## config.mk

```make
export PLATFORM = sky130hd
export DESIGN_NAME = adc_phase_seq
export DESIGN_NICKNAME = d
export VERILOG_FILES = /design/src/rtl/adc_phase_pkg.sv /design/src/rtl/adc_phase_plan.sv /design/src/rtl/adc_phase_timer.sv /design/src/rtl/adc_phase_tally.sv /design/src/rtl/adc_phase_seq.sv
export SDC_FILE = /design/constraint.sdc
export NUM_CORES = 1
export LEC_CHECK = 0
export CELL_PAD_IN_SITES_DETAIL_PLACEMENT = 1
export CELL_PAD_IN_SITES_GLOBAL_PLACEMENT = 2
export CORE_ASPECT_RATIO = 1.4
export CORE_MARGIN = 5
export CORE_UTILIZATION = 33
export CTS_BUF_LIST = sky130_fd_sc_hd__clkbuf_4 sky130_fd_sc_hd__clkbuf_8
export CTS_CLUSTER_SIZE = 12
export DETAILED_ROUTE_END_ITERATION = 8
export PLACE_DENSITY_LB_ADDON = 0.15
export SYNTH_ARGS = -nofsm -noshare
export SYNTH_HDL_FRONTEND = slang
export SYNTH_SLANG_ARGS = --single-unit
```

## constraint.sdc

```tcl
create_clock -name clk -period 4.9 [get_ports clk]
set_clock_uncertainty 0.1 [all_clocks]
set_input_delay 0.98 -clock clk [delete_from_list [all_inputs] [get_ports clk]]
set_output_delay 0.98 -clock clk [all_outputs]
set_load 0.01 [all_outputs]
```

## src/rtl/adc_phase_pkg.sv

```systemverilog
`timescale 1ns/1ps
package adc_phase_pkg;
  typedef enum logic [1:0] {
    PH_IDLE = 2'd0,
    PH_PRE  = 2'd1,
    PH_SAMP = 2'd2,
    PH_CONV = 2'd3
  } phase_e;

  localparam int NUM_PHASES = 3;

  // slot of a phase in the length arrays: 0 presample, 1 sample, 2 convert
  function automatic int phase_slot(phase_e p);
    case (p)
      PH_PRE:  return 0;
      PH_SAMP: return 1;
      default: return 2;
    endcase
  endfunction

  function automatic logic [NUM_PHASES-1:0] phase_bits(phase_e p);
    case (p)
      PH_PRE:  return 3'b001;
      PH_SAMP: return 3'b010;
      PH_CONV: return 3'b100;
      default: return 3'b000;
    endcase
  endfunction
endpackage

```

## src/rtl/adc_phase_plan.sv

```systemverilog
`timescale 1ns/1ps
module adc_phase_plan
  import adc_phase_pkg::*;
(
  input  logic   start_pre,
  input  logic   skip_samp,
  input  phase_e cur,
  output phase_e first_ph,
  output phase_e next_ph
);
  always_comb begin
    first_ph = start_pre ? PH_PRE : PH_SAMP;
    case (cur)
      PH_PRE:  next_ph = skip_samp ? PH_CONV : PH_SAMP;
      PH_SAMP: next_ph = PH_CONV;
      default: next_ph = PH_IDLE;
    endcase
  end
endmodule

```

## src/rtl/adc_phase_timer.sv

```systemverilog
`timescale 1ns/1ps
module adc_phase_timer #(
  parameter int CNT_W = 6
) (
  input  logic             clk,
  input  logic             rst_n,
  input  logic             load,
  input  logic [CNT_W-1:0] load_len,
  input  logic             run,
  output logic             last
);
  logic [CNT_W-1:0] remain_q;

  always_ff @(posedge clk or negedge rst_n) begin
    if (!rst_n)                        remain_q <= '0;
    else if (load)                     remain_q <= load_len - CNT_W'(1);
    else if (run && remain_q != '0)    remain_q <= remain_q - CNT_W'(1);
  end

  assign last = (remain_q == '0);
endmodule

```

## src/rtl/adc_phase_tally.sv

```systemverilog
`timescale 1ns/1ps
module adc_phase_tally #(
  parameter int TOT_W = 8
) (
  input  logic             clk,
  input  logic             rst_n,
  input  logic             clear,
  input  logic             active,
  input  logic             finish,
  output logic             done,
  output logic [TOT_W-1:0] total
);
  logic [TOT_W-1:0] run_q;

  always_ff @(posedge clk or negedge rst_n) begin
    if (!rst_n) begin
      run_q <= '0;
      done  <= 1'b0;
      total <= '0;
    end else begin
      done <= finish;
      if (clear)       run_q <= '0;
      else if (active) run_q <= run_q + TOT_W'(1);
      if (finish)      total <= run_q + TOT_W'(1);
    end
  end
endmodule

```

## src/rtl/adc_phase_seq.sv

```systemverilog
`timescale 1ns/1ps
module adc_phase_seq
  import adc_phase_pkg::*;
#(
  parameter int NUM_CH = 8,
  parameter int CNT_W  = 6,
  localparam int CH_W  = (NUM_CH > 1) ? $clog2(NUM_CH) : 1,
  localparam int TOT_W = CNT_W + 2
) (
  input  logic             clk,
  input  logic             rst_n,
  input  logic             start_valid,
  output logic             start_ready,
  input  logic [CH_W-1:0]  start_chan,
  input  logic [NUM_CH-1:0] pre_en_mask,
  input  logic             skip_sample,
  input  logic             ref_sel,
  input  logic [CNT_W-1:0] pre_cycles,
  input  logic [CNT_W-1:0] samp_cycles,
  input  logic [CNT_W-1:0] conv_cycles,
  output logic [2:0]       phase_onehot,
  output logic             pre_ref_sel,
  output logic             mux_en,
  output logic             conv_internal,
  output logic             done,
  output logic [TOT_W-1:0] total_cycles
);
  phase_e ph_q, first_ph, next_ph;
  logic   use_pre_in, skip_in, accept, phase_end, load, last;
  logic   skip_q, ref_q;
  logic [CNT_W-1:0] raw_len [NUM_PHASES];
  logic [CNT_W-1:0] clamp_len [NUM_PHASES];
  logic [CNT_W-1:0] len_q [NUM_PHASES];
  logic [CNT_W-1:0] load_len;

  assign raw_len[0] = pre_cycles;
  assign raw_len[1] = samp_cycles;
  assign raw_len[2] = conv_cycles;

  // zero lengths are stretched to one cycle, per phase
  for (genvar g = 0; g < NUM_PHASES; g++) begin : g_len
    assign clamp_len[g] = (raw_len[g] == '0) ? CNT_W'(1) : raw_len[g];
    always_ff @(posedge clk or negedge rst_n) begin
      if (!rst_n)      len_q[g] <= CNT_W'(1);
      else if (accept) len_q[g] <= clamp_len[g];
    end
  end

  assign start_ready = (ph_q == PH_IDLE);
  assign accept      = start_valid && start_ready;
  assign use_pre_in  = pre_en_mask[start_chan];
  assign skip_in     = skip_sample && use_pre_in;

  adc_phase_plan u_plan (
    .start_pre (use_pre_in),
    .skip_samp (skip_q),
    .cur       (ph_q),
    .first_ph  (first_ph),
    .next_ph   (next_ph)
  );

  assign phase_end = (ph_q != PH_IDLE) && last;
  assign load      = accept || (phase_end && next_ph != PH_IDLE);
  assign load_len  = accept ? clamp_len[phase_slot(first_ph)]
                            : len_q[phase_slot(next_ph)];

  adc_phase_timer #(.CNT_W(CNT_W)) u_timer (
    .clk      (clk),
    .rst_n    (rst_n),
    .load     (load),
    .load_len (load_len),
    .run      (ph_q != PH_IDLE),
    .last     (last)
  );

  always_ff @(posedge clk or negedge rst_n) begin
    if (!rst_n) begin
      ph_q   <= PH_IDLE;
      skip_q <= 1'b0;
      ref_q  <= 1'b0;
    end else if (accept) begin
      ph_q   <= first_ph;
      skip_q <= skip_in;
      ref_q  <= ref_sel;
    end else if (phase_end) begin
      ph_q   <= next_ph;
    end
  end

  adc_phase_tally #(.TOT_W(TOT_W)) u_tally (
    .clk    (clk),
    .rst_n  (rst_n),
    .clear  (accept),
    .active (ph_q != PH_IDLE),
    .finish (phase_end && ph_q == PH_CONV),
    .done   (done),
    .total  (total_cycles)
  );

  assign phase_onehot  = phase_bits(ph_q);
  assign pre_ref_sel   = ref_q;
  assign mux_en        = (ph_q == PH_SAMP);
  assign conv_internal = (ph_q == PH_CONV) && skip_q;
endmodule

```

==> flow_metrics.py <==
metrics = {
    "setup_path": {
        "worst-endpoint-required_ns": 4.94,
        "cells_along_the_critical_path": "clkdlybuf4s50_1 > mux4_1 > mux2i_4 > mux2i_1 > a21o_1 > ha_1 > o221ai_2 > xnor2_1 > a21oi_1",
        "arrival_ns": 3.51,
        "slowest_stage": "sky130_fd_sc_hd__mux4_1",
        "worst-setup-path-type": "in2reg",
        "setup.worst_path.start_class": "primary input",
        "cp_max_fo": 15,
        "max_stage_delay_ns": 0.62,
        "rr_worst_depth": 9,
        "crit_path_end_kind": "flip-flop",
    },
    "pwr": {
        "cellLeakagePower_nw": 1.27,
        "pwr_density_cell_mw_per_mm2": 496,
        "vdd_drop_max_mv": 0.204,
    },
    "die": {
        "boundaryPins": 50,
        "die-area_mm2": 0.00860,
        "floorplan.initialDensity_pct": 34.1,
        "die_w_um": 79.8,
        "num_rows": 35,
        "floorplan.die.height_um": 108,
        "core_outline_area_mm2": 0.00661,
    },
    "finish": {
        "areaGrowthSynthToFinish_pct": 30.2,
        "most-common-layout-cells": "58 x sky130_fd_sc_hd__nand2_1, 48 x sky130_fd_sc_hd__clkdlybuf4s50_1, 37 x sky130_fd_sc_hd__dfrtp_1",
        "layout_commonest_cell": "sky130_fd_sc_hd__nand2_1",
        "drive_gt1_share_pct": 9.00,
        "layout.nets": 341,
        "finalInstanceArea_mm2": 0.00293,
        "fill_cells": 785,
        "multiInputGateArea_mm2": 0.00119,
        "insertedDiodeCount": 0,
        "finish.utilization_pct": 44.4,
        "sequential_cell_area_um2": 978,
    },
    "sta": {
        "final.period_utilization_pct": 70.8,
        "grt_setup_unrepaired": "no",
        "setup_violations": 0,
        "final-hold-violation-count": 0,
        "achievable-frequency_mhz": 288,
        "worst-slew-pin-transition_ns": 0.882,
        "timing.setup.tns_ns": 0,
        "max_slew_margin_pct": 41.2,
        "fin_crit_ns": 3.47,
        "final_max_slew_viol_count": 0,
    },
    "synth": {
        "yosysWarningCount": 0,
        "async_reset_ff_share_pct": 100,
        "netlist_instances": 251,
        "synth.area.top_cells": "sky130_fd_sc_hd__dfrtp_1 41%, sky130_fd_sc_hd__nand2_1 9.7%, sky130_fd_sc_hd__o21ai_0 6.0%",
        "post_synth.cell_area_avg_um2": 8.97,
        "post_synth_edffs": 0,
        "post-synth-top-area-cell": "sky130_fd_sc_hd__dfrtp_1",
        "synth_largest_type_area_fraction_pct": 41.1,
        "synthFlopType": "sky130_fd_sc_hd__dfrtp_1",
        "ys_ff_latch": 39,
        "synth_fp_nets": 293,
        "netlist-cell-type-count": 44,
        "netlist_area_mm2": 0.00225,
        "seq_area_frac_synth_pct": 43.4,
    },
    "clock_network": {
        "worst_setup_hold_path_clk_slew_ns": 0.08,
        "cts-buffers-inserted": 5,
        "clock-sinks": 39,
        "cts_post_setup_buffers_inserted": 0,
        "cts_tree": "yes",
        "cts.path.max_buffers": 2,
        "cts_root_buf": "sky130_fd_sc_hd__clkbuf_8",
        "ctsResizeCount": 0,
        "cts.htree.levels": 2,
        "worst_skew_pair.late_latency_ns": 0.29,
        "cts_hold_buf": 0,
    },
    "global_routing": {
        "globalRouteOverflowTotal": 0,
        "grt_pass1_vias": 2124,
        "grt_use_total_pct": 14.7,
        "grt_start_max_net_pins": 40,
        "grt_antenna_before_repair": 0,
        "wire_length_of_the_first_global_routing_pass_um": 9980,
    },
    "drt": {
        "drcViolationCount": 0,
        "antenna_violating_nets_post_route": 0,
        "num_vias": 1945,
        "viasPerCell": 4.96,
        "finalWirelength_um": 5800,
        "routed_wire_length_per_instance_um": 14.8,
        "dr.pass1.iters": 4,
        "drt_iter0_markers": 20,
    },
    "flow_run": {
        "drv_cap": 0,
    },
    "placed_design": {
        "numPortBuffers": 49,
        "dp_hpwl_um": 4540,
        "gpl.final_weighted_congestion": 0.787,
        "detailed_place.area_mm2": 0.00282,
    },
    "run_status": {
        "outcome": "finished clean",
    },
    "worst_hold_path": {
        "min_delay_path_depth": 2,
        "timing.hold.worst.class": "reg2reg",
    },
}
[final cells by class]
| cell class | count | area share [%] |
|---|---|---|
| flip-flops and latches | 39 | 33.4 |
| multi-input cells | 194 | 40.6 |
| inverters | 8 | 1.02 |
| clock buffers | 6 | 2.82 |
| clock inverters | 2 | 1.19 |
| well taps | 92 | 3.92 |
| repair buffers | 51 | 17.1 |
[path summary, 6_finish.rpt]
path,startpoint,end,slack [ns]
hold / removal,len_q[9]$_DFFE_PN0N_,len_q[9]$_DFFE_PN0N_,0.38
max in group asynchronous,rst_n,u_timer.remain_q[1]$_DFFE_PN0P_,3.44
hold reg to reg,len_q[9]$_DFFE_PN0N_,len_q[9]$_DFFE_PN0N_,0.38
setup reg to reg,ph_q[1]$_DFFE_PN0P_,u_timer.remain_q[5]$_DFFE_PN0P_,2.07
min in group asynchronous,rst_n,u_tally.total[1]$_DFFE_PN0P_,0.71
setup / recovery,start_chan[0],u_timer.remain_q[4]$_DFFE_PN0P_,1.43
[flip-flops by register name, summed over array words and instances, names as in the netlist]
signal	count
u_tally.done	1
pre_ref_sel	1
ph_q	2
u_timer.remain_q	6
skip_q	1
len_q	12
u_tally.run_q	8
u_tally.total	8
[worst max-delay path: cells and delay by family]
family	cells	cell delay (ns)
XOR/XNOR	1	0.16
buffers and inverters	1	0.51
adder cells (fa/ha/maj)	1	0.19
multiplexers	3	1.34
AO/OA/AOI/OAI	3	0.33
[power by group]
part | switching, mW | internal, mW | total [mW] | leakage [nW]
Sequential | 0.0931 | 0.437 | 0.530 | 0.495
Combinational | 0.352 | 0.288 | 0.640 | 0.713
Clock | 0.118 | 0.165 | 0.283 | 0.0612
[kinds of logic after synthesis]
kind of cell             count (synthesis)  share of synthesized area [%]
AO/OA/AOI/OAI                           57                           15.9
XOR/XNOR                                 9                           3.50
AND/OR/NAND/NOR                        107                           21.1
multiplexers                            13                           8.00
buffers and inverters                   18                           3.67
flip-flops                              39                           43.4
adder cells (fa/ha/maj)                  8                           4.44
[synth_stat cells (all sizes together) (2+ instances only)]
master / instances
nand2: 58
dfrtp: 37
o21ai: 29
nor2: 22
a21oi: 13
ha: 8
inv: 8
nand3: 8
mux2i: 7
clkbuf: 6
xnor2: 6
nor3: 5
buf: 4
mux2: 4
a211oi: 3
and3: 3
nand3b: 3
xor2: 3
a21o: 2
and2: 2
dfstp: 2
mux4: 2
nand2b: 2
o221ai: 2
[stage by stage]
stage | cells | hold WS [ns] | total power [mW] | setup WS [ns]
after floorplan | 251 | 0.339 | 0.966 | 1.92
after global placement | 384 | 0.358 | 1.18 | 1.23
after detailed placement | 384 | 0.364 | 1.19 | 1.10
after CTS | 392 | 0.384 | 1.48 | 1.42
after global routing | 392 | 0.395 | 1.58 | 1.28
final | 392 | 0.378 | 1.45 | 1.43
[per-layer routing]
layer | vias to the layer above | routed length, um | global-route usage [%] | share of wire (%)
met3 | 8 | 217 | 2.43 | 3.7
met1 | 937 | 2310 | 15.9 | 40
met5 | - | 0 | 0 | 0
met4 | 0 | 93 | 4.11 | 1.6
met2 | 46 | 3190 | 28.5 | 55
li1 | 954 | - | - | -
Power figures use the tool's default switching activity.
